## src/rtl/tmo_pkg.sv

```systemverilog
package tmo_pkg;
  localparam int CNT_W  = 16;
  localparam int FILL_W = 9;
  localparam int CFG_W  = 8;

  typedef enum logic [7:0] {
    ST_OK      = 8'hF0,
    ST_BUSY    = 8'hF3,
    ST_TIMEOUT = 8'hF8
  } tmo_status_e;

  function automatic logic [CNT_W-1:0] reload_of(input logic [CFG_W-1:0] cfg);
    return {cfg[CFG_W-1:1], {FILL_W{1'b1}}};
  endfunction
endpackage

```

## src/rtl/tmo_rst_sync.sv

```systemverilog
module tmo_rst_sync (
  input  logic clk_i,
  input  logic rst_n_i,
  output logic rst_n_o
);
  logic [1:0] sync_q;

  always_ff @(posedge clk_i or negedge rst_n_i) begin
    if (!rst_n_i) sync_q <= 2'b00;
    else          sync_q <= {sync_q[0], 1'b1};
  end

  assign rst_n_o = sync_q[1];
endmodule

```

## src/rtl/tmo_prescaler.sv

```systemverilog
module tmo_prescaler #(
  parameter int unsigned DIV = 2
) (
  input  logic clk_i,
  input  logic rst_n_i,
  input  logic clr_i,
  input  logic run_i,
  output logic tick_o
);
  localparam int unsigned PW = (DIV > 1) ? $clog2(DIV) : 1;
  localparam logic [PW-1:0] LAST = PW'(DIV - 1);

  logic [PW-1:0] pre_q, pre_d;
  logic          wrap;

  assign wrap = (pre_q == LAST);

  always_comb begin
    pre_d = pre_q;
    if (clr_i)      pre_d = '0;
    else if (run_i) pre_d = wrap ? '0 : pre_q + 1'b1;
  end

  assign tick_o = run_i && !clr_i && wrap;

  always_ff @(posedge clk_i or negedge rst_n_i) begin
    if (!rst_n_i) pre_q <= '0;
    else          pre_q <= pre_d;
  end
endmodule

```

## src/rtl/tmo_downcounter.sv

```systemverilog
module tmo_downcounter #(
  parameter int W = 16
) (
  input  logic         clk_i,
  input  logic         rst_n_i,
  input  logic         load_i,
  input  logic [W-1:0] load_val_i,
  input  logic         dec_i,
  output logic [W-1:0] count_o,
  output logic         zero_o
);
  logic [W-1:0] cnt_q, cnt_d;

  assign zero_o = (cnt_q == '0);

  always_comb begin
    cnt_d = cnt_q;
    if (load_i)               cnt_d = load_val_i;
    else if (dec_i && !zero_o) cnt_d = cnt_q - 1'b1;
  end

  always_ff @(posedge clk_i or negedge rst_n_i) begin
    if (!rst_n_i) cnt_q <= '0;
    else          cnt_q <= cnt_d;
  end

  assign count_o = cnt_q;
endmodule

```

## src/rtl/tmo_ctrl.sv

```systemverilog
module tmo_ctrl
  import tmo_pkg::*;
(
  input  logic       clk_i,
  input  logic       rst_n_i,
  input  logic       start_i,
  input  logic       done_i,
  input  logic       en_i,
  input  logic       zero_i,
  output logic       busy_o,
  output logic       timeout_o,
  output logic [7:0] status_o
);
  logic        busy_q, busy_d;
  logic        tmo_q, tmo_d;
  tmo_status_e st_q, st_d;
  logic        expire;

  assign expire = busy_q && en_i && zero_i && !done_i && !start_i;

  always_comb begin
    busy_d = busy_q;
    st_d   = st_q;
    tmo_d  = 1'b0;
    if (start_i) begin
      busy_d = 1'b1;
      st_d   = ST_BUSY;
    end else if (busy_q && done_i) begin
      busy_d = 1'b0;
      st_d   = ST_OK;
    end else if (expire) begin
      busy_d = 1'b0;
      st_d   = ST_TIMEOUT;
      tmo_d  = 1'b1;
    end
  end

  always_ff @(posedge clk_i or negedge rst_n_i) begin
    if (!rst_n_i) begin
      busy_q <= 1'b0;
      tmo_q  <= 1'b0;
      st_q   <= ST_OK;
    end else begin
      busy_q <= busy_d;
      tmo_q  <= tmo_d;
      st_q   <= st_d;
    end
  end

  assign busy_o    = busy_q;
  assign timeout_o = tmo_q;
  assign status_o  = st_q;
endmodule

```

## src/rtl/i2c_txn_timeout.sv

```systemverilog
module i2c_txn_timeout
  import tmo_pkg::*;
#(
  parameter int unsigned PRESCALE = 2170
) (
  input  logic              clk_i,
  input  logic              rst_n_i,
  input  logic              cfg_wr_i,
  input  logic [CFG_W-1:0]  cfg_data_i,
  input  logic              xfer_start_i,
  input  logic              xfer_done_i,
  output logic              timeout_o,
  output logic              busy_o,
  output logic [7:0]        status_o,
  output logic [CNT_W-1:0]  count_o
);
  logic             rst_sync_n;
  logic [CFG_W-1:0] cfg_q, cfg_d;
  logic             tick;
  logic             cnt_zero;
  logic             run;

  tmo_rst_sync u_rst (
    .clk_i   (clk_i),
    .rst_n_i (rst_n_i),
    .rst_n_o (rst_sync_n)
  );

  always_comb begin
    cfg_d = cfg_q;
    if (cfg_wr_i) cfg_d = cfg_data_i;
  end

  always_ff @(posedge clk_i or negedge rst_sync_n) begin
    if (!rst_sync_n) cfg_q <= '0;
    else             cfg_q <= cfg_d;
  end

  assign run = busy_o && cfg_q[0];

  tmo_prescaler #(.DIV(PRESCALE)) u_pre (
    .clk_i   (clk_i),
    .rst_n_i (rst_sync_n),
    .clr_i   (xfer_start_i),
    .run_i   (run),
    .tick_o  (tick)
  );

  tmo_downcounter #(.W(CNT_W)) u_cnt (
    .clk_i      (clk_i),
    .rst_n_i    (rst_sync_n),
    .load_i     (xfer_start_i),
    .load_val_i (reload_of(cfg_q)),
    .dec_i      (tick && !xfer_done_i),
    .count_o    (count_o),
    .zero_o     (cnt_zero)
  );

  tmo_ctrl u_ctrl (
    .clk_i     (clk_i),
    .rst_n_i   (rst_sync_n),
    .start_i   (xfer_start_i),
    .done_i    (xfer_done_i),
    .en_i      (cfg_q[0]),
    .zero_i    (cnt_zero),
    .busy_o    (busy_o),
    .timeout_o (timeout_o),
    .status_o  (status_o)
  );
endmodule

```

## config.mk

```make
export PLATFORM = sky130hd
export DESIGN_NAME = i2c_txn_timeout
export DESIGN_NICKNAME = d
export VERILOG_FILES = /design/src/rtl/tmo_pkg.sv /design/src/rtl/tmo_rst_sync.sv /design/src/rtl/tmo_prescaler.sv /design/src/rtl/tmo_downcounter.sv /design/src/rtl/tmo_ctrl.sv /design/src/rtl/i2c_txn_timeout.sv
export SDC_FILE = /design/constraint.sdc
export NUM_CORES = 1
export LEC_CHECK = 0
export CAP_MARGIN = 25
export CORE_ASPECT_RATIO = 0.8
export CORE_MARGIN = 2
export CORE_UTILIZATION = 40
export DETAILED_ROUTE_END_ITERATION = 8
export DONT_BUFFER_PORTS = 1
export SETUP_SLACK_MARGIN = 0.15
export SYNTH_ARGS = -nofsm -noshare
export SYNTH_HDL_FRONTEND = slang
export SYNTH_SLANG_ARGS = --single-unit
```

## constraint.sdc

```tcl
create_clock -name clk_i -period 1.4 [get_ports clk_i]
set_input_delay 0.35 -clock clk_i [delete_from_list [all_inputs] [get_ports clk_i]]
set_output_delay 0.35 -clock clk_i [all_outputs]
set_load 0.05 [all_outputs]
```

==> results of run 1 <==
cell usage in the layout (no fill, tap or decap), types with 7 or more instances in the layout:
cell and n:
o21ai_1 8, mux2_2 9, nand3_1 14, buf_6 21, nand2_1 27, dfrtp_2 7, nor2_1 11, dfrtp_1 34
a31oi_1 7, nor3_1 8, buf_4 43
final timing paths:
check | startpoint | to | cells after the start
min in group asynchronous | u_rst.sync_q[1] | u_cnt.count_o[11] | 0
worst min-delay path | xfer_start_i | u_ctrl.status_o[3] | 1
worst max register to register | u_cnt.count_o[0] | u_ctrl.status_o[3] | 8
worst max-delay path | u_cnt.count_o[0] | u_ctrl.status_o[3] | 8
worst min register to register | u_rst.sync_q[1] | u_cnt.count_o[11] | 0
max in group asynchronous | u_rst.sync_q[1] | u_cnt.count_o[14] | 1
final cells by class:
cell class,instances,area (µm²)
clock buffers,7,86.3
clock inverters,1,30.0
fillers,381,1860
inverters,6,22.5
multi-input cells,163,1210
flip-flops and latches,41,1030
well taps,62,77.6
repair buffers,74,742
cell families (layout without fill, tap and decap cells):
| logic type | after synthesis | after routing | share of synthesized area, % |
|---|---|---|---|
| other cells | 2 | 6 | 0.354 |
| mux | 9 | 9 | 4.78 |
| fa+ha+maj | 3 | 3 | 1.77 |
| xor+xnor | 7 | 7 | 2.89 |
| compound gates | 39 | 39 | 11.2 |
| flops | 41 | 41 | 48.4 |
| buf+inv | 20 | 88 | 5.31 |
| simple gates | 98 | 99 | 25.3 |
state kept, by name (all words and copies together), names as in the netlist:
name	count
cfg_q	8
u_ctrl.timeout_o	1
u_rst.sync_q	2
u_ctrl.status_o	2
u_cnt.count_o	16
u_pre.pre_q	12
per-layer routing:
metal  part of all wire [%]  GRT usage [%]  up-vias
met5                      0              0        -
met4                    1.0           5.82        0
met3                    6.6           5.27        6
met2                     43           26.6       55
met1                     49           29.9      927
li1                       -              -      924
worst register-to-register path, stage by stage, from the launching register on:
cell and delay [ns]:
dfrtp_2 0.42, inv_2 0.09, ha_4 0.14, or4b_4 0.45, or4_4 0.51, buf_12 0.17, nor2_8 0.09, nor2_2 0.04
a211oi_2 0.13
through the flow:
stage | instance area, µm² | hold WS (ns)
floorplan | 2270 | 0.0544
global placement | 2710 | 0.0545
detailed placement | 2710 | 0.0545
CTS | 3010 | 0.106
global route | 3200 | 0.0985
finish | 3200 | 0.116
power breakdown:
group	internal, mW	switching [mW]	leakage [nW]	total [mW]
logic	0.195	0.318	0.835	0.513
clock network	0.581	0.394	0.0585	0.976
registers	1.24	0.0468	0.482	1.29
what timing repair did:
item,CTS,global route
setup buffers,5,7
hold buffers,1,0
pin swaps,11,10
hold endpoints to repair,2,0
gates resized for setup,30,34
endpoints found under the setup margin,44,48
gates cloned,1,0
==> flow_summary.yaml, run 1 <==
setup_path:
  path_buf_inv: 2
  worst-path-max-fanout: 7
  r2r_setup_slack_ns: -0.69
  crit_chain: "inv_2, ha_4, or4b_4, or4_4, buf_12, nor2_8, nor2_2, a211oi_2"
  critical_path_class: "flip-flop to flip-flop"
  required_ns: 1.61
  crit_arrival_ns: 2.30
  crit_path_end_kind: "flip-flop"
  cpPeakStageDelay_ns: 0.51
  slowest_stage: "or4_4"
  startpoint_type: "flip-flop"
  critical_path.top_delay_family: "simple AND/OR/NAND/NOR gates"
pwr:
  power_per_cell_area_mw_per_mm2: 867
  total_power_mw: 2.78
  p_leak_nw: 1.38
  ir_drop_uv: 624
floorplan:
  die_area_mm2: 0.00590
  initial_utilization_pct: 41.9
  core_area_mm2: 0.00506
  die_h_um: 69.1
  die_w_um: 85.4
  num_io_pins: 39
  rows: 23
sta:
  rsz0062_at_grt: "yes"
  hold_violations: 0
  period_needed_ns: 2.09
  clock_skew_ns: 0.00490
  final_min_period_over_clock_period_pct: 149
  final_max_slew_viol_count: 0
  setup_violations: 31
  setup_ws_ns: -0.692
  fmax_mhz: 478
  setup_tns_ns: -18.75
layout:
  diodes: 0
  nNetsFinal: 307
  stdcell_count: 354
  syn_to_final_growth_pct: 51.1
  utilization_pct: 63.3
  drive_gt1_share_pct: 46.2
synth:
  synthTopCellsByArea: "dfrtp_1 (48%), nand2_1 (5.0%), mux2_2 (4.8%)"
  async_flop_share_pct: 100
  ys_warn_count: 0
  ys_ff_latch: 41
  synth_top_area_cell: "dfrtp_1"
  yosysUniqueCellTypes: 39
  synth-main-ff-cell: "dfrtp_1"
  seq_area_frac_synth_pct: 48.4
  synth_area_mm2: 0.00212
  post-synth-top-count-cell: "dfrtp_1"
  synth_top_area_share_pct: 48.4
  avgSynthCellArea_um2: 9.68
  synth_edf_count: 0
  synth_cells: 219
  yosys-top-cells-count: "dfrtp_1 (41), nand2_1 (28), nand3_1 (19)"
run:
  max-cap-violations: 0
grt:
  grt_pass1_wl_um: 9140
  grt_pass1_vias: 1810
  grt_max_degree: 23
  antenna_found_initial: 0
  grt-ovfl-total: 0
  track_usage_pct: 19.5
routing:
  ant_nets: 0
  wl_per_cell_um: 15.7
  vias: 1912
  drt-total-wl_um: 5570
  first_iter_violations: 132
  viasPerCell: 5.40
  drtPass1Iterations: 4
  drc: 0
min_path:
  hold_class: "input pin to flip-flop"
clocking:
  path_clk_slew_ns: 0.08
  cts.path.max_buffers: 2
  h-tree-depth: 2
  cts_buffers: 5
  root_buffer: "clkbuf_8"
  cts_tree: "built"
  cts_num_sinks: 41
  clk-insertion-delay-late_ns: 0.29
placement:
  post-place-ws_ns: -0.722
  placed_cells: 332
  portBuffers: 0
  hpwl_um: 3970
  gp_congestion: 0.828
run_status:
  failed_checks: "negative setup slack"
  outcome: "finished, violations left"
(Power assumes the default switching activity.)
==> run 2: changes to the inputs <==
CORE_MARGIN = default   (was 2)
GPL_TIMING_DRIVEN = 0   (was default)
==> run 2 against run 1 <==
Sequential share of layout area rose by 6.6 points. Hold slack improved by 0.010 ns. Largest power group unchanged. Cell area fell by 15%. The run still ends with negative setup slack left.
==> flow_summary.yaml, run 2 (same netlist as run 1, synthesis figures left out) <==
run_status:
  outcome: "finished, violations left"
  failed_checks: "negative setup slack"
sta:
  clock_skew_ns: 0.0103
  hold_violations: 0
  hold_ws_ns: 0.126
  worstMarginPinSlew_ns: 0.536
  slew_headroom_pct: 64.3
  rsz0062_at_grt: "yes"
  period_needed_ns: 2.33
  final_min_period_over_clock_period_pct: 166
  setup_violations: 33
  fmax_mhz: 429
  final_max_slew_viol_count: 0
  setup_tns_ns: -22.40
  setup_ws_ns: -0.930
floorplan:
  die_h_um: 67.1
  core_area_mm2: 0.00506
  rows: 23
  num_io_pins: 39
  initial_utilization_pct: 41.9
  die_w_um: 83.4
  die_area_mm2: 0.00560
setup_path:
  crit_chain: "or4_4, or4_4, buf_8, nand2_4, or4_1, nand3_1"
  critical_path_class: "flip-flop to flip-flop"
  required_ns: 1.56
  crit_arrival_ns: 2.49
  crit_path_end_kind: "flip-flop"
  startpoint_type: "flip-flop"
  reg2regPathDepth: 6
  slowest_stage: "or4_4"
  r2r_setup_slack_ns: -0.93
  r2r_start: "u_cnt.count_o[3]"
  r2r_end: "u_cnt.count_o[11]"
  cpPeakStageDelay_ns: 0.63
  crit_top_cell: "or4_4"
  worst-path-max-fanout: 8
routing:
  first_iter_violations: 100
  drtPass1Iterations: 5
  drt-total-wl_um: 5090
  drc: 0
  ant_nets: 0
  viasPerCell: 5.57
  vias: 1749
  wl_per_cell_um: 16.2
placement:
  place_area_mm2: 0.00235
  gp_congestion: 0.767
  hpwl_um: 3270
  portBuffers: 0
pwr:
  p_leak_nw: 1.07
  ir_drop_uv: 664
  power_per_cell_area_mw_per_mm2: 904
clocking:
  h-tree-depth: 2
  cts_num_sinks: 41
  root_buffer: "clkbuf_8"
  cts_buffers: 5
  clk-insertion-delay-late_ns: 0.30
  cts.path.max_buffers: 2
  path_clk_slew_ns: 0.08
  cts_tree: "built"
layout:
  diodes: 0
  mostFrequentLayoutCell: "nand2_1"
  drive_gt1_share_pct: 40.9
  final_area_mm2: 0.00274
  layout_common_cells: "nand2_1 (27), dfrtp_1 (21), buf_4 (19)"
  syn_to_final_growth_pct: 29.1
  largest_reg_flops: 16
  nNetsFinal: 268
grt:
  track_usage_pct: 19.1
  grt-ovfl-total: 0
  grt_pass1_vias: 1580
  antenna_found_initial: 0
  grt_max_degree: 40
  grt_pass1_wl_um: 8080
min_path:
  min_from: "xfer_done_i"
  worstHoldPathCells: 1
  hold_class: "input pin to flip-flop"
  min_to: "u_ctrl.status_o[3]"
run:
  max-cap-violations: 0
-- run 2: cell count changes in the layout (fill, tap and decap cells not counted), sizes merged --
cell and delta:
clkinv +1, buf -43, clkbuf +4, bufinv -1
nor3 -1
-- run 2: worst max-delay path by stage --
stage | start | to | slack [ns] | depth (start not counted)
final | u_cnt.count_o[3] | u_cnt.count_o[11] | -0.93 | 6
after global routing | u_cnt.count_o[3] | u_cnt.count_o[4] | -0.99 | 6
after CTS | u_cnt.count_o[3] | u_cnt.count_o[4] | -0.92 | 6
after detailed placement | u_cnt.count_o[0] | u_cnt.count_o[5] | -1.01 | 8
after global placement | u_cnt.count_o[0] | u_cnt.count_o[5] | -0.99 | 8
after floorplan | u_cnt.count_o[0] | u_cnt.count_o[4] | -0.86 | 8
-- run 2: stage by stage --
| stage | cells | power (mW) | util, % | setup WS [ns] |
|---|---|---|---|---|
| after floorplan | 223 | 1.63 | - | -0.860 |
| after global placement | 285 | 1.69 | 46.3 | -0.991 |
| after detailed placement | 285 | 1.69 | 46.3 | -1.01 |
| after CTS | 312 | 2.49 | 52.8 | -0.922 |
| after global routing | 314 | 2.61 | 54.1 | -0.994 |
| final | 314 | 2.47 | 54.1 | -0.930 |
-- run 2: where the power goes --
part	internal, mW	total, mW	switching, mW
logic	0.137	0.306	0.169
clock network	0.339	0.730	0.391
registers	1.25	1.44	0.188
total	1.73	2.47	0.749
-- run 2: layer usage --
metal | part of all wire, % | track usage [%]
met1 | 51 | 27.7
met2 | 41 | 27.0
met3 | 6.9 | 5.45
met4 | 1.2 | 6.99
met5 | 0 | 0
-- run 2: timing repair --
item,in CTS,in global routing
hold buffers,1,0
setup endpoints to repair,47,44
resized for setup,36,13
buffers inserted,18,2
endpoints found under the hold margin,2,0
gates cloned,1,0
pin swaps,7,5
-- run 2: critical path: cells and delay by family, from the launching register on --
family,cells,cell delay (ns)
and+or+nand+nor,5,1.48
DFF,1,0.54
buffers and inverters,1,0.16
-- run 2: area by class of cell --
cell class / instances / area, µm²
repair buffers: 22 / 196
clock inverters: 1 / 5.00
inverters: 6 / 22.5
fillers: 443 / 2330
clock buffers: 6 / 72.6
multi-input cells: 162 / 1180
plain buffers: 14 / 116
well taps: 62 / 77.6
flip-flops and latches: 41 / 1070
==> run 3: changes to the inputs <==
clock period = 2.52 ns   (was 1.4 ns; I/O delays follow)
==> run 3 against run 2 <==
Non-clock buffer count down 17. Die area unchanged. Sequential share of layout area up 3.2 points. Via count down 6.5%. The flow now finishes without violations. Maximum frequency up 0.17%. Critical endpoint is now u_cnt.count_o[2]. Largest cell class unchanged.
==> flow_summary.yaml, run 3 (same netlist as run 1, synthesis figures left out) <==
setup_path:
  startpoint_type: "flip-flop"
  crit_chain: "or4_4, or4_4, buf_8, nand3_2, xor2_1, nand2_1"
  worst-path-max-fanout: 7
  critical_path.top_delay_family: "simple AND/OR/NAND/NOR gates"
  path_buf_inv: 1
  cpPeakStageDelay_ns: 0.62
  required_ns: 2.68
  slowest_stage: "or4_4"
  crit_arrival_ns: 2.49
  crit_top_cell: "or4_4"
  crit_path_end_kind: "flip-flop"
  critical_path_class: "flip-flop to flip-flop"
floorplan:
  die_area_mm2: 0.00560
  die_w_um: 83.4
  rows: 23
  num_io_pins: 39
  core_area_mm2: 0.00506
  die_h_um: 67.1
  initial_utilization_pct: 41.9
layout:
  syn_to_final_growth_pct: 16.5
  mostFrequentLayoutCell: "dfrtp_1"
  drive_gt1_share_pct: 25.4
  diodes: 0
  layout_common_cells: "dfrtp_1 (31), nand2_1 (28), nand3_1 (18)"
  nNetsFinal: 251
  largest_reg_flops: 16
  stdcell_count: 298
  fill_cells: 476
  utilization_pct: 48.8
clocking:
  cts_buffers: 5
  cts.path.max_buffers: 2
  cts_tree: "built"
  path_clk_slew_ns: 0.08
  hold_buffers: 0
  h-tree-depth: 2
  root_buffer: "clkbuf_8"
  clk-insertion-delay-late_ns: 0.30
  cts_num_sinks: 41
pwr:
  p_leak_nw: 0.962
  power_per_cell_area_mw_per_mm2: 593
  ir_drop_uv: 392
sta:
  final_max_slew_viol_count: 0
  fmax_mhz: 430
  worstMarginPinSlew_ns: 0.847
  setup_violations: 0
  slew_headroom_pct: 43.6
  hold_violations: 0
  rsz0062_at_grt: "yes"
  final_min_period_over_clock_period_pct: 92.3
  clock_skew_ns: 0.00980
  period_needed_ns: 2.33
  hold_ws_ns: 0.0249
run:
  max-cap-violations: 0
routing:
  drc: 0
  wl_per_cell_um: 15.5
  ant_nets: 0
  drt-total-wl_um: 4620
  first_iter_violations: 92
  viasPerCell: 5.49
  vias: 1635
  drtPass1Iterations: 4
placement:
  hpwl_um: 3240
  gp_congestion: 0.765
  portBuffers: 0
  placed_cells: 285
grt:
  grt_max_degree: 40
  grt_pass1_vias: 1589
  track_usage_pct: 18.5
  grt_pass1_wl_um: 7990
  antenna_found_initial: 0
  grt-ovfl-total: 0
min_path:
  hold_class: "input pin to asynchronous set/reset pin"
run_status:
  outcome: "complete, no violations"
[run 3: stage by stage]
| step | instance area [µm²] | setup WS [ns] | TNS [ns] | power [mW] |
|---|---|---|---|---|
| after global placement | 2230 | -0.176 | -0.494 | 0.927 |
| after CTS | 2420 | 0.120 | 0 | 1.48 |
| after detailed placement | 2230 | -0.120 | -0.293 | 0.929 |
| final | 2470 | 0.194 | 0 | 1.46 |
| after global routing | 2470 | 0.0777 | 0 | 1.53 |
| after floorplan | 2160 | 0.149 | 0 | 0.896 |
[run 3: final cells by class]
cell class	count	area [µm²]	share of cell area, %
well taps	62	77.6	3.14
plain buffers	14	97.6	3.95
clock inverters	1	30.0	1.22
clock buffers	7	86.3	3.50
multi-input cells	162	1070	43.5
inverters	6	25.0	1.01
repair buffers	5	37.5	1.52
flip-flops and latches	41	1040	42.1
[run 3: layer usage]
layer,track usage (%),wire [µm],vias to the layer above
met5,0,0,-
met4,7.42,60,0
met3,5.95,282,8
met2,25.6,1890,40
met1,26.8,2390,779
li1,-,-,808
[run 3: worst register-to-register path, stage by stage (launching register included)]
cell and delay (ns):
dfrtp_1 0.61, or4_4 0.62, or4_4 0.51, buf_8 0.16, nand3_2 0.09, xor2_1 0.14
nand2_1 0.06
[run 3: power breakdown]
| group | internal, mW | total, mW | leakage [nW] | switching [mW] |
|---|---|---|---|---|
| clock network | 0.323 | 0.542 | 0.0585 | 0.219 |
| registers | 0.690 | 0.795 | 0.481 | 0.106 |
| logic | 0.0487 | 0.127 | 0.423 | 0.0782 |
| total | 1.06 | 1.46 | 0.962 | 0.403 |
[run 3: final timing paths]
kind	start	to	slack [ns]	cells after the start
max in group asynchronous	u_rst.sync_q[1]	u_cnt.count_o[0]	1.53	0
max reg2reg	u_cnt.count_o[12]	u_cnt.count_o[2]	0.19	6
min reg2reg	u_rst.sync_q[0]	u_rst.sync_q[1]	0.36	0
max	u_cnt.count_o[12]	u_cnt.count_o[2]	0.19	6
min in group clk_i	u_rst.sync_q[0]	u_rst.sync_q[1]	0.36	0
min	rst_n_i	u_rst.sync_q[1]	0.02	0
[run 3: what timing repair did]
action	in CTS	in global routing
pin swaps	4	2
hold endpoints to repair	0	0
buffers inserted	3	2
endpoints found under the setup margin	18	25
gates cloned	0	0
resized for setup	13	9
